**config.mk**
```make
export PLATFORM = sky130hd
export DESIGN_NAME = vmem_bist
export DESIGN_NICKNAME = d
export VERILOG_FILES = /design/src/rtl/vmem_bist_pkg.sv /design/src/rtl/vmem_bist_pattern.sv /design/src/rtl/vmem_bist_cmp.sv /design/src/rtl/vmem_bist_seq.sv /design/src/rtl/vmem_bist.sv
export SDC_FILE = /design/constraint.sdc
export NUM_CORES = 1
export LEC_CHECK = 0
export BUFFER_PORTS_ARGS = -buffer_cell sky130_fd_sc_hd__buf_4
export CAP_MARGIN = 15
export CORE_ASPECT_RATIO = 1.1
export CORE_MARGIN = 2
export CORE_UTILIZATION = 41
export DETAILED_ROUTE_END_ITERATION = 6
export GPL_ROUTABILITY_DRIVEN = 1
export PLACE_DENSITY = 0.8
export SETUP_SLACK_MARGIN = 0.5
export SYNTH_ARGS = -nofsm -noshare
export SYNTH_HDL_FRONTEND = slang
export SYNTH_SLANG_ARGS = --single-unit
```
**constraint.sdc**
```tcl
create_clock -name clk -period 2.65 [get_ports clk]
set_input_delay 0.265 -clock clk [delete_from_list [all_inputs] [get_ports clk]]
set_output_delay 0.265 -clock clk [all_outputs]
set_load 0.01 [all_outputs]
```
**src/rtl/vmem_bist_pkg.sv**
```systemverilog
package vmem_bist_pkg;
  localparam int WORD_W = 16;
  localparam int ROW_FW = 8;
  localparam int DEV_FW = 6;

  typedef enum logic [2:0] {
    ST_IDLE, ST_WR, ST_RD, ST_DRAIN, ST_FIN
  } bist_state_t;

  // Pattern for a pass code (1..3) and the row's least significant bit
  function automatic logic [WORD_W-1:0] pat_word(input logic [1:0] pass_code,
                                                 input logic       row_odd);
    case (pass_code)
      2'd2:    pat_word = {WORD_W{1'b1}};
      2'd3:    pat_word = row_odd ? 16'hAAAA : 16'h5555;
      default: pat_word = '0;
    endcase
  endfunction
endpackage

```
**src/rtl/vmem_bist_pattern.sv**
```systemverilog
module vmem_bist_pattern
  import vmem_bist_pkg::*;
(
  input  logic [1:0]        pass_code,
  input  logic              row_odd,
  output logic [WORD_W-1:0] word_o
);
  assign word_o = pat_word(pass_code, row_odd);
endmodule

```
**src/rtl/vmem_bist_cmp.sv**
```systemverilog
module vmem_bist_cmp
  import vmem_bist_pkg::*;
#(
  parameter int N_DEV = 4
) (
  input  logic [N_DEV*WORD_W-1:0] rdata_i,
  input  logic [WORD_W-1:0]       expect_i,
  output logic                    miss_o,
  output logic [DEV_FW-1:0]       miss_idx_o
);
  logic [N_DEV-1:0] miss_vec;

  for (genvar g = 0; g < N_DEV; g++) begin : g_dev
    assign miss_vec[g] = (rdata_i[g*WORD_W +: WORD_W] != expect_i);
  end

  // lowest device index wins
  always_comb begin
    miss_idx_o = '0;
    for (int i = N_DEV - 1; i >= 0; i--) begin
      if (miss_vec[i]) miss_idx_o = DEV_FW'(i);
    end
  end

  assign miss_o = |miss_vec;
endmodule

```
**src/rtl/vmem_bist_seq.sv**
```systemverilog
module vmem_bist_seq
  import vmem_bist_pkg::*;
#(
  parameter int ROWS = 256,
  localparam int AW  = (ROWS > 1) ? $clog2(ROWS) : 1
) (
  input  logic              clk,
  input  logic              rst_n,
  input  logic              start_i,
  input  logic              miss_i,
  input  logic [DEV_FW-1:0] miss_idx_i,
  output logic              wr_o,
  output logic              rd_o,
  output logic [AW-1:0]     addr_o,
  output logic [AW-1:0]     chk_row_o,
  output logic [1:0]        pass_o,
  output logic              done_o,
  output logic              fail_o,
  output logic [WORD_W-1:0] result_o
);
  localparam logic [AW-1:0] LAST = AW'(ROWS - 1);

  bist_state_t st;
  logic [AW-1:0] addr_q, chk_row_q;
  logic [1:0]    pass_q;
  logic          chk_vld_q, fail_q;
  logic [WORD_W-1:0] res_q;
  logic          hit;

  assign hit = chk_vld_q && miss_i;

  always_ff @(posedge clk or negedge rst_n) begin
    if (!rst_n) begin
      st        <= ST_IDLE;
      addr_q    <= '0;
      chk_row_q <= '0;
      pass_q    <= 2'd1;
      chk_vld_q <= 1'b0;
      fail_q    <= 1'b0;
      res_q     <= '0;
    end else begin
      chk_vld_q <= (st == ST_RD);
      chk_row_q <= addr_q;
      case (st)
        ST_IDLE, ST_FIN: begin
          if (start_i) begin
            st     <= ST_WR;
            addr_q <= '0;
            pass_q <= 2'd1;
            fail_q <= 1'b0;
            res_q  <= '0;
          end
        end
        ST_WR: begin
          addr_q <= addr_q + 1'b1;
          if (addr_q == LAST) begin
            st     <= ST_RD;
            addr_q <= '0;
          end
        end
        ST_RD, ST_DRAIN: begin
          if (hit) begin
            st     <= ST_FIN;
            fail_q <= 1'b1;
            res_q  <= {pass_q, ROW_FW'(chk_row_q), miss_idx_i};
          end else if (st == ST_RD) begin
            addr_q <= addr_q + 1'b1;
            if (addr_q == LAST) st <= ST_DRAIN;
          end else if (pass_q == 2'd3) begin
            st <= ST_FIN;
          end else begin
            pass_q <= pass_q + 1'b1;
            addr_q <= '0;
            st     <= ST_WR;
          end
        end
        default: st <= ST_IDLE;
      endcase
    end
  end

  assign wr_o      = (st == ST_WR);
  assign rd_o      = (st == ST_RD);
  assign addr_o    = addr_q;
  assign chk_row_o = chk_row_q;
  assign pass_o    = pass_q;
  assign done_o    = (st == ST_FIN);
  assign fail_o    = fail_q;
  assign result_o  = res_q;


  no_rdwr_overlap_chk: assert property (@(posedge clk) disable iff (!rst_n)
    !(wr_o && rd_o));

  quiet_when_done_chk: assert property (@(posedge clk) disable iff (!rst_n)
    done_o |-> !wr_o && !rd_o);

  wr_addr_step_chk: assert property (@(posedge clk) disable iff (!rst_n)
    wr_o && $past(wr_o) |-> addr_o == $past(addr_o) + 1'b1);

  rd_addr_step_chk: assert property (@(posedge clk) disable iff (!rst_n)
    rd_o && $past(rd_o) |-> addr_o == $past(addr_o) + 1'b1);

  fail_code_chk: assert property (@(posedge clk) disable iff (!rst_n)
    done_o && fail_o |-> result_o[15:14] != 2'd0);

  clean_result_chk: assert property (@(posedge clk) disable iff (!rst_n)
    done_o && !fail_o |-> result_o == '0);

  result_hold_chk: assert property (@(posedge clk) disable iff (!rst_n)
    done_o && $past(done_o) && !$past(start_i) |-> $stable(result_o) && $stable(fail_o));
endmodule

```
**src/rtl/vmem_bist.sv**
```systemverilog
module vmem_bist
  import vmem_bist_pkg::*;
#(
  parameter int ROWS  = 256,
  parameter int N_DEV = 4,
  localparam int AW   = (ROWS > 1) ? $clog2(ROWS) : 1
) (
  input  logic                    clk,
  input  logic                    rst_n,
  input  logic                    start_i,
  output logic                    done_o,
  output logic                    fail_o,
  output logic [WORD_W-1:0]       result_o,
  output logic                    mem_wr_o,
  output logic                    mem_rd_o,
  output logic [AW-1:0]           mem_addr_o,
  output logic [WORD_W-1:0]       mem_wdata_o,
  input  logic [N_DEV*WORD_W-1:0] mem_rdata_i
);
  logic [1:0]        pass_code;
  logic [AW-1:0]     chk_row;
  logic [WORD_W-1:0] expect_w;
  logic              miss;
  logic [DEV_FW-1:0] miss_idx;

  vmem_bist_seq #(.ROWS(ROWS)) seq_i (
    .clk        (clk),
    .rst_n      (rst_n),
    .start_i    (start_i),
    .miss_i     (miss),
    .miss_idx_i (miss_idx),
    .wr_o       (mem_wr_o),
    .rd_o       (mem_rd_o),
    .addr_o     (mem_addr_o),
    .chk_row_o  (chk_row),
    .pass_o     (pass_code),
    .done_o     (done_o),
    .fail_o     (fail_o),
    .result_o   (result_o)
  );

  vmem_bist_pattern wr_pat_i (
    .pass_code (pass_code),
    .row_odd   (mem_addr_o[0]),
    .word_o    (mem_wdata_o)
  );

  vmem_bist_pattern chk_pat_i (
    .pass_code (pass_code),
    .row_odd   (chk_row[0]),
    .word_o    (expect_w)
  );

  vmem_bist_cmp #(.N_DEV(N_DEV)) cmp_i (
    .rdata_i    (mem_rdata_i),
    .expect_i   (expect_w),
    .miss_o     (miss),
    .miss_idx_o (miss_idx)
  );


  idx_range_chk: assert property (@(posedge clk) disable iff (!rst_n)
    done_o && fail_o |-> int'(result_o[5:0]) < N_DEV);

  zero_pass_data_chk: assert property (@(posedge clk) disable iff (!rst_n)
    mem_wr_o && pass_code == 2'd1 |-> mem_wdata_o == 16'h0000);
endmodule

```
**Word level (Yosys, flattened, before mapping)**

Index checks and enable logic that the tools add are counted.

- Memories: 0
- Input bits: 67
- Bits in latches: 0
- Bits in writable memories: 0
- Register bits: 39
- Bits in read-only memories: 0
- Output and inout bits: 44

- Eq/ne operators: 19
- $lt $le $gt $ge: 0
- Multiply operators: 0
- $add $sub $neg: 2
- Div/mod/pow operators: 0
- Muxes and demuxes: 32
- Shift operators: 0
- Reductions and logical operators: 11
- Bitwise gates (word level): 0

Operator list:

| kind | number |
|---|---|
| $pmux 16 s2 | 3 |
| $mux 16 | 4 |
| $ne 16x16->1 | 4 |
| $mux 8 | 5 |
| $pmux 8 s3 | 1 |
| $mux 3 | 6 |
| $mux 2 | 8 |
| $pmux 3 s3 | 1 |
| $add 8x1->8 const B | 1 |
| $eq 8x8->1 const B | 1 |
| $ne 2x2->1 const B | 4 |
| $eq 3x2->1 const B | 2 |
| $reduce_and 3->1 | 2 |
| $reduce_and 5->1 | 1 |
| $eq 2x2->1 const B | 2 |
| $ne 2x1->1 const B | 2 |
| $ne 4x2->1 const B | 1 |
| $pmux 2 s2 | 1 |
| $reduce_and 4->1 | 1 |
| $reduce_or 2->1 | 2 |
| $reduce_or 4->1 | 1 |
| $eq 3x1->1 const B | 1 |
| $eq 3x3->1 const B | 1 |
| $logic_not 3->1 | 1 |
| other kinds (7) | 8 |

**Depth between registers and ports, before layout**

Gate-level depths: netlist (run 1).

- Word-level depth: 9
- Mapped depth: 11
- Gate-level depth less buffers: 8

**Hierarchy**

Synthesis (run 1) repeated with hierarchy kept, for this count alone.

- Cell total of the unflattened synthesis: 262
- Area total of the unflattened synthesis: 2,688.8 um2

Modules (own cells, without submodules):

| module | cells each | area each (um2) | sequential area each (um2) | instances |
|---|---|---|---|---|
| vmem_bist_seq | 133 | 1,656.6 | 977.2 | 1 |
| vmem_bist_cmp | 95 | 784.5 | 0.0 | 1 |
| vmem_bist_pattern | 17 | 123.9 | 0.0 | 2 |

**Worst setup path before layout (run 1)**

No wires, ideal clock.

- Path kind: register to register
- Start: register seq_i.pass_q[0] (netlist: seq_i.pass_o[0])
- End: register seq_i.res_q[0] (netlist: seq_i.result_o[0])
- Stages on the path, launching flop included: 11
- Path buffers: 3
- Setup time: 79 ps
- Setup slack: 69 ps
- Clock period less this slack: 2,581 ps
- Arrival time: 2,501 ps
- Data required time: 2,571 ps
- Path through: dfstp_2 > ha_1 > nor2b_1 > clkbuf_1 > a211o_1 > nand4_1 > o41ai_4 > or2_1 > buf_6 > buf_8 > mux2i_1

- Cells in the longest elaborated chain, start to end: 9
- Elaborated cells on any way between the ends: 17
- Classes of those cells: eq/ne: 7; mux: 7; reduce/logical: 3

Ends and longest elaborated chain:

| item | line | RTL |
|---|---|---|
| start, declared | vmem_bist_seq.sv:25 | `logic [1:0] pass_q;` |
| start signal, assigned | vmem_bist_seq.sv:72 | `pass_q <= pass_q + 1'b1;` |
| $eq 2x2->1 | vmem_bist_pkg.sv:13 | `case (pass_code)` |
| $pmux 16 s2 (*) | vmem_bist_pkg.sv:13 |  |
| $ne 16x16->1 | vmem_bist_cmp.sv:14 | `assign miss_vec[g] = (rdata_i[g*WORD_W +: WORD_W] != expect_i);` |
| $mux 2 (4 in series) | vmem_bist_cmp.sv:21 | `if (miss_vec[i]) miss_idx_o = DEV_FW'(i);` |
| $mux 16 | vmem_bist_seq.sv:62 | `if (hit) begin` |
| $pmux 16 s2 | vmem_bist_seq.sv:44 | `case (st)` |
| end signal, assigned | vmem_bist_seq.sv:65 | `res_q <= {pass_q, ROW_FW'(chk_row_q), miss_idx_i};` |
| end, declared | vmem_bist_seq.sv:27 | `logic [WORD_W-1:0] res_q;` |

Mark *: on every way between the ends. The rest lies on a longest branch, timed or not. The select of a mux whose other input is x is not followed.
A chain may end at the register's enable or synchronous reset.

**Final worst setup path (run 1)**

- Start: register seq_i.pass_q[0] (netlist: seq_i.pass_o[0])
- End: register seq_i.addr_q[7] (netlist: seq_i.addr_o[7])

- Cells in the longest elaborated chain, start to end: 7
- Elaborated cells on any way between the ends: 12
- Classes of those cells: eq/ne: 8; mux: 1; reduce/logical: 3

Ends and longest elaborated chain:

| item | line | RTL |
|---|---|---|
| $eq 2x2->1 (on tied branches) | vmem_bist_pkg.sv:13, vmem_bist_seq.sv:69 |  |
| $pmux 16 s2 | vmem_bist_pkg.sv:13 |  |
| $ne 16x16->1 | vmem_bist_cmp.sv:14 |  |
| $reduce_or 4->1 | vmem_bist_cmp.sv:25 | `assign miss_o = \|miss_vec;` |
| $logic_and 1x1->1 | vmem_bist_seq.sv:30 | `assign hit = chk_vld_q && miss_i;` |
| $ne 2x2->1 (no source line) | -- |  |
| $reduce_and 4->1 (no source line) (*) | -- |  |
| end signal, assigned | vmem_bist_seq.sv:55 | `addr_q <= addr_q + 1'b1;` |
| end signal, assigned | vmem_bist_seq.sv:67 | `addr_q <= addr_q + 1'b1;` |
| end, declared | vmem_bist_seq.sv:24 | `logic [AW-1:0] addr_q, chk_row_q;` |

Mark *: on every way between the ends. The rest lies on a longest branch, timed or not.

==> run summary, run 1 <==
Clk Tree Root Cell: clkbuf_8
Distinct cells, synth: 49
status: finished, final reports clean
Placeable Area: 5290 um^2
DR WL/cell: 15.2 um
final setup violation count: 0
Final Cycle Share: 0.944
largest net degree at the start of global routing: 36
Final Hold Vio Count: 0
H-Tree Depth: 2
Clk pin slew, worst setup/hold paths: 0.08 ns
measured slew at the worst slew-check pin: 0.506 ns
Initial Util: 0.417
peak supply drop: 0.386 mV
syn avg cell area: 9.32 um^2
mapped cell area: 2210 um^2
Final nets: 415
R2R cell count: 10
I/O pins: 111
layout cell share with drive strength beyond 1: 0.445
clk_skew: 0.00584 ns
Worst EP arrival: 2.68 ns
Worst-Skew Late Latency: 0.29 ns
R2R Setup Slk: 0.15 ns
PD cells: 509 nW/um^2
area share of the largest cell type after synthesis: 0.385
total power: 1.67 mW
Seq cells post-synth: 35
WL final: 6390 um
number of fill cells in the layout: 433
leakage: 1.67 nW
port bufs: 106
register area share after synthesis: 0.397
post-DP HPWL: 4590 um
Ant. Diodes: 0
CTS tree: yes
die area: 5990 um^2
hold depth: 3
final slew viol count: 0
peak fanout along the critical path: 9
synth top area cells: dfrtp_1, buf_4, nand4_1
GP Congestion: 0.853
Synth area leader: dfrtp_1
initial antenna violation count: 0
via count: 2288
setup tns final: 0 ns
Row Count: 28
Max Clk Rate: 400 MHz
Startpoint Class: register
CTS Sinks: 35
Slew Limit Headroom: 0.662
main flop type after synthesis: dfrtp_1
RSZ-0062 raised after global routing: yes
clock buffer depth: 2
post-layout min period: 2.50 ns
number of synthesized flops with an enable pin: 0
Area Growth Syn to Fin: 48.7%
die height: 81.0 um
DRC: 0
DR iter-0 viols: 94
vias in the first global route: 2108
antenna viol nets, final: 0
first-pass GRT wire length: 9690 um
type of the worst min-delay path: in2reg
Die X: 74.0 um
Crit. End Element: register
kind of critical path: reg2reg
DR vias/cell: 5.43
async set-reset flop share out of synthesis: 1.00
yosys warns: 0
clock buffer count from CTS: 5
Congestion Overflow GR: 0
CP Data Required Time: 2.83 ns
Pre-antenna DRT Iters: 4
Syn Inst Count: 237
Total GRT Usage: 0.210
max-cap violations: 0
-- worst paths after layout --
check / startpoint / to
worst max register to register: seq_i.pass_o[0] / seq_i.addr_o[7]
max in group asynchronous: rst_n / seq_i.pass_o[0]
worst max-delay path: seq_i.pass_o[0] / seq_i.addr_o[7]
min in group asynchronous: rst_n / seq_i.chk_row_o[7]
worst min register to register: seq_i.addr_o[7] / seq_i.chk_row_o[7]
worst min-delay path: start_i / seq_i.st[0]
-- report_power, final --
part / total, mW / internal, mW / switching (mW)
sequential: 0.713 / 0.605 / 0.108
clock: 0.492 / 0.285 / 0.207
combinational: 0.466 / 0.237 / 0.229
-- synth_stat cells, drive strengths merged (7+ instances only) --
library cell and instances:
a21oi 7, dfrtp 34, mux2i 11, nand2 23, nand4 20, nor3 9, buf 22, nor4 9
o21ai 12, nor2 7, inv 12, or4 8
-- cells by family (layout without fill, tap and decap cells) --
| group | count (synthesis) | after routing | synth area share |
|---|---|---|---|
| DFF | 35 | 35 | 0.397 |
| buffers and inverters | 40 | 146 | 0.116 |
| adders and majority gates | 3 | 3 | 0.0170 |
| other | 1 | 4 | 0.00170 |
| and+or+nand+nor | 99 | 99 | 0.253 |
| AOI/OAI and AO/OA | 47 | 47 | 0.160 |
| muxes | 12 | 12 | 0.0550 |
-- through the flow --
stage,area (um^2),instances,hold slack [ns],setup WS [ns],util
global placement,2980,398,0.234,0.0849,0.562
detailed placement,2980,398,0.238,0.0237,0.562
global route,3280,421,0.406,0.0229,0.621
floorplan,2270,240,-0.0306,0.230,-
CTS,3230,418,0.377,0.212,0.611
finish,3280,421,0.376,0.148,0.621
-- state kept, by name, summed over array words and instances (netlist names) --
| signal | cells |
|---|---|
| seq_i.st | 3 |
| seq_i.chk_row_o | 8 |
| seq_i.fail_o | 1 |
| seq_i.result_o | 12 |
| seq_i.pass_o | 2 |
| seq_i.addr_o | 8 |
| seq_i.chk_vld_q | 1 |
-- what timing repair did --
item / 4_1_cts / 5_1_grt
hold buffers: 1 / 0
gates cloned: 1 / 0
buffers inserted: 10 / 3
gates resized for setup: 14 / 8
pin swaps: 11 / 5
endpoints found under the setup margin: 26 / 26
endpoints found under the hold margin: 34 / 0
-- critical path, cell delays in order (launching register included) --
cell,delay [ns]
dfstp_2,0.58
inv_2,0.06
ha_4,0.18
buf_4,0.15
a211o_1,0.26
nand4_1,0.16
o41ai_4,0.11
buf_6,0.14
or2_4,0.26
buf_6,0.15
a221o_1,0.33
-- cell usage in the layout, fill, tap and decap left out, drive strengths merged, types with 2 or more instances in the layout --
master	instances
nor3	9
dfrtp	34
mux2i	11
conb	4
inv	13
o22ai	4
or4	8
ha	3
nand4	20
nand2b	3
a211o	4
clkbuf	5
o21ai	12
nor3b	3
nand3	2
nor4	9
a21o	4
or2	3
nor2	7
buf	125
a21oi	7
nand2	23
nor2b	2
and3	5
a221o	6
-- area by class of cell --
cell class	count	area, um^2	area share
multi-input cells	165	1170	0.356
inverters	12	45.0	0.0137
repair buffers	126	982	0.299
well taps	75	93.8	0.0286
flip-flops and latches	35	878	0.267
clock inverters	3	47.5	0.0145
clock buffers	5	68.8	0.0210
-- routing by layer --
layer,part of all wire,vias to the layer above,GRT usage
li1,-,1088,-
met2,0.53,69,0.373
met1,0.39,1123,0.255
met4,0.014,0,0.0491
met5,0,-,0
met3,0.058,8,0.0484
Note: power is estimated with default switching activity, not from simulation.
==> run 2: changes to the inputs <==
Settings changed: CAP_MARGIN 15 to 20.
Clock period 2.65 ns to 2 ns, I/O delays scaled along.
==> run 2 against run 1 <==
Compared with the run above: the flow now finishes with violations (negative setup slack); clock power increased by 30%; highest routed layer unchanged; routed wire length increased by 7.9%; clock skew increased by 0.0021 ns; via count increased by 4.8%; setup slack got worse by 0.64 ns; non-clock buffer count increased by 19; global-route usage increased by 0.31 points; worst hold slack got worse by 0.065 ns; combinational power increased by 75%; critical path depth decreased by 1; power increased by 40%; flip-flop and latch count unchanged.
==> run summary, run 2 (synthesis gave the netlist of run 1 again) <==
clock buffer depth: 2 (unchanged)
Non-Filler Instances: 440 (+4.5%)
die height: 81.0 um (unchanged)
setup tns final: -12.04 ns (-12.04 ns)
initial antenna violation count: 0 (unchanged)
total power: 2.33 mW (+40%)
Max Clk Rate: 401 MHz (+0.28%)
CP Data Required Time: 2.17 ns (-0.66 ns)
DR vias/cell: 5.45 (+0.28%)
type of the worst min-delay path: in2reg
Total GRT Usage: 0.213 (+0.00313)
Row Count: 28 (unchanged)
Final nets: 434 (+4.6%)
port bufs: 106 (unchanged)
post-DP HPWL: 4810 um (+4.9%)
I/O pins: 111 (unchanged)
Congestion Overflow GR: 0 (unchanged)
vias in the first global route: 2228 (+5.7%)
layout cell share with drive strength beyond 1: 0.485 (+0.0398)
Placeable Area: 5290 um^2 (unchanged)
PD cells: 659 nW/um^2 (+29%)
delay-heaviest family, CP: compound AO/OA/AOI/OAI gates
peak fanout along the critical path: 8 (-1)
DRC: 0 (unchanged)
DR iter-0 viols: 118 (+26%)
CP bufs+invs: 2 (-2)
post-route setup slack: -0.495 ns (-0.643 ns)
Area Growth Syn to Fin: 60.3%
critical path's slowest cell: dfstp_2
CTS tree: yes
antenna viol nets, final: 0 (unchanged)
Startpoint Class: register
CP peak stage delay: 0.57 ns (about the same)
Worst-Skew Late Latency: 0.29 ns (about the same)
leakage: 1.76 nW (+5.3%)
Initial Util: 0.417 (unchanged)
Ant. Diodes: 0 (unchanged)
number of fill cells in the layout: 419 (-3.2%)
H-Tree Depth: 2 (unchanged)
max-cap violations: 0 (unchanged)
Worst EP arrival: 2.66 ns (-0.02 ns)
Clk pin slew, worst setup/hold paths: 0.07 ns (about the same)
crit-path cells: inv_2 -> ha_4 -> a21o_1 -> o21ai_1 -> nand4_4 -> o41ai_4 -> buf_4 -> o21ai_2 -> a221o_1
post-layout min period: 2.50 ns (-0.00690 ns)
Pre-antenna DRT Iters: 4 (unchanged)
failing checks: negative setup slack
Die X: 74.0 um (unchanged)
peak supply drop: 0.567 mV (+47%)
RSZ-0062 raised after global routing: yes
CTS Sinks: 35 (unchanged)
commonest non-fill, non-tap cell in the layout: buf_4
Clk Tree Root Cell: clkbuf_8
Place WS: -0.505 ns (-0.529 ns)
placed insts: 417 (+4.8%)
die area: 5990 um^2 (unchanged)
most frequent cells in the layout: buf_4, dfrtp_1, nand2_1, buf_6, nand4_1
DR WL/cell: 15.7 um (+3.2%)
clk_skew: 0.00795 ns (+0.00211 ns)
Final Hold Vio Count: 0 (unchanged)
Reg area: 880 um^2 (+0.14%)
WL final: 6890 um (+7.9%)
clock buffer count from CTS: 5 (unchanged)
first-pass GRT wire length: 9800 um (+1.2%)
Layout Utilization: 0.669 (+0.0485)
Largest register FFs: 12 (unchanged)
final slew viol count: 0 (unchanged)
final setup violation count: 42 (+42)
Crit. End Element: register
Final Cycle Share: 1.25 (+0.303)
via count: 2398 (+4.8%)
status: finished with violations
Multi-input gate area: 1190 um^2 (+2.1%)
GP Congestion: 0.908 (+6.5%)
kind of critical path: reg2reg
largest net degree at the start of global routing: 36 (unchanged)
-- run 2: cell count changes in the layout (fill, tap and decap cells not counted), moves of 2 or more --
cell    change
buf_4       +4
a21o_1      -2
a21o_4      +2
buf_6      +13
-- run 2: worst min-delay path, cell delays in order --
cell,delay [ns]
buf_4,0.09
nor3_1,0.06
nor3_1,0.19
-- run 2: where the power goes --
part / switching, mW / internal, mW
Sequential: 0.0738 / 0.804
Clock: 0.269 / 0.371
Combinational: 0.408 / 0.406
-- run 2: per-layer routing --
| metal | track usage | up-vias | part of all wire |
|---|---|---|---|
| met5 | 0 | - | 0 |
| met4 | 0.0982 | 0 | 0.027 |
| met3 | 0.0484 | 20 | 0.070 |
| met2 | 0.371 | 97 | 0.52 |
| met1 | 0.244 | 1156 | 0.38 |
| li1 | - | 1125 | - |
-- run 2: final timing paths --
check | startpoint | to | slack [ns] | cells past startpoint
setup / recovery | seq_i.pass_o[0] | seq_i.addr_o[3] | -0.50 | 9
hold reg to reg | seq_i.addr_o[7] | seq_i.chk_row_o[7] | 0.49 | 0
setup reg to reg | seq_i.pass_o[0] | seq_i.addr_o[3] | -0.50 | 9
max in group asynchronous | rst_n | seq_i.pass_o[0] | 1.27 | 2
hold / removal | start_i | seq_i.st[0] | 0.31 | 3
min in group asynchronous | rst_n | seq_i.result_o[13] | 0.39 | 2
-- run 2: area by class of cell --
| type | count | share of cell area |
|---|---|---|
| Timing Repair Buffer | 145 | 0.343 |
| Multi-Input combinational cell | 165 | 0.337 |
| Sequential cell | 35 | 0.248 |
| Tap cell | 75 | 0.0265 |
| Clock buffer | 5 | 0.0194 |
| Inverter | 12 | 0.0127 |
| Clock inverter | 3 | 0.0124 |
-- run 2: repair_timing --
item | in CTS | in global routing
endpoints found under the setup margin | 43 | 44
pin swaps | 5 | 2
hold buffers | 1 | 0
endpoints found under the hold margin | 34 | 0
cloned | 1 | 1
resized for setup | 28 | 11
buffers inserted | 8 | 4
-- run 2: through the flow --
step | instance area [um^2] | hold slack, ns
after global placement | 3130 | 0.168
after floorplan | 2270 | -0.0956
after global routing | 3540 | 0.339
after detailed placement | 3130 | 0.178
after CTS | 3440 | 0.300
final | 3540 | 0.311
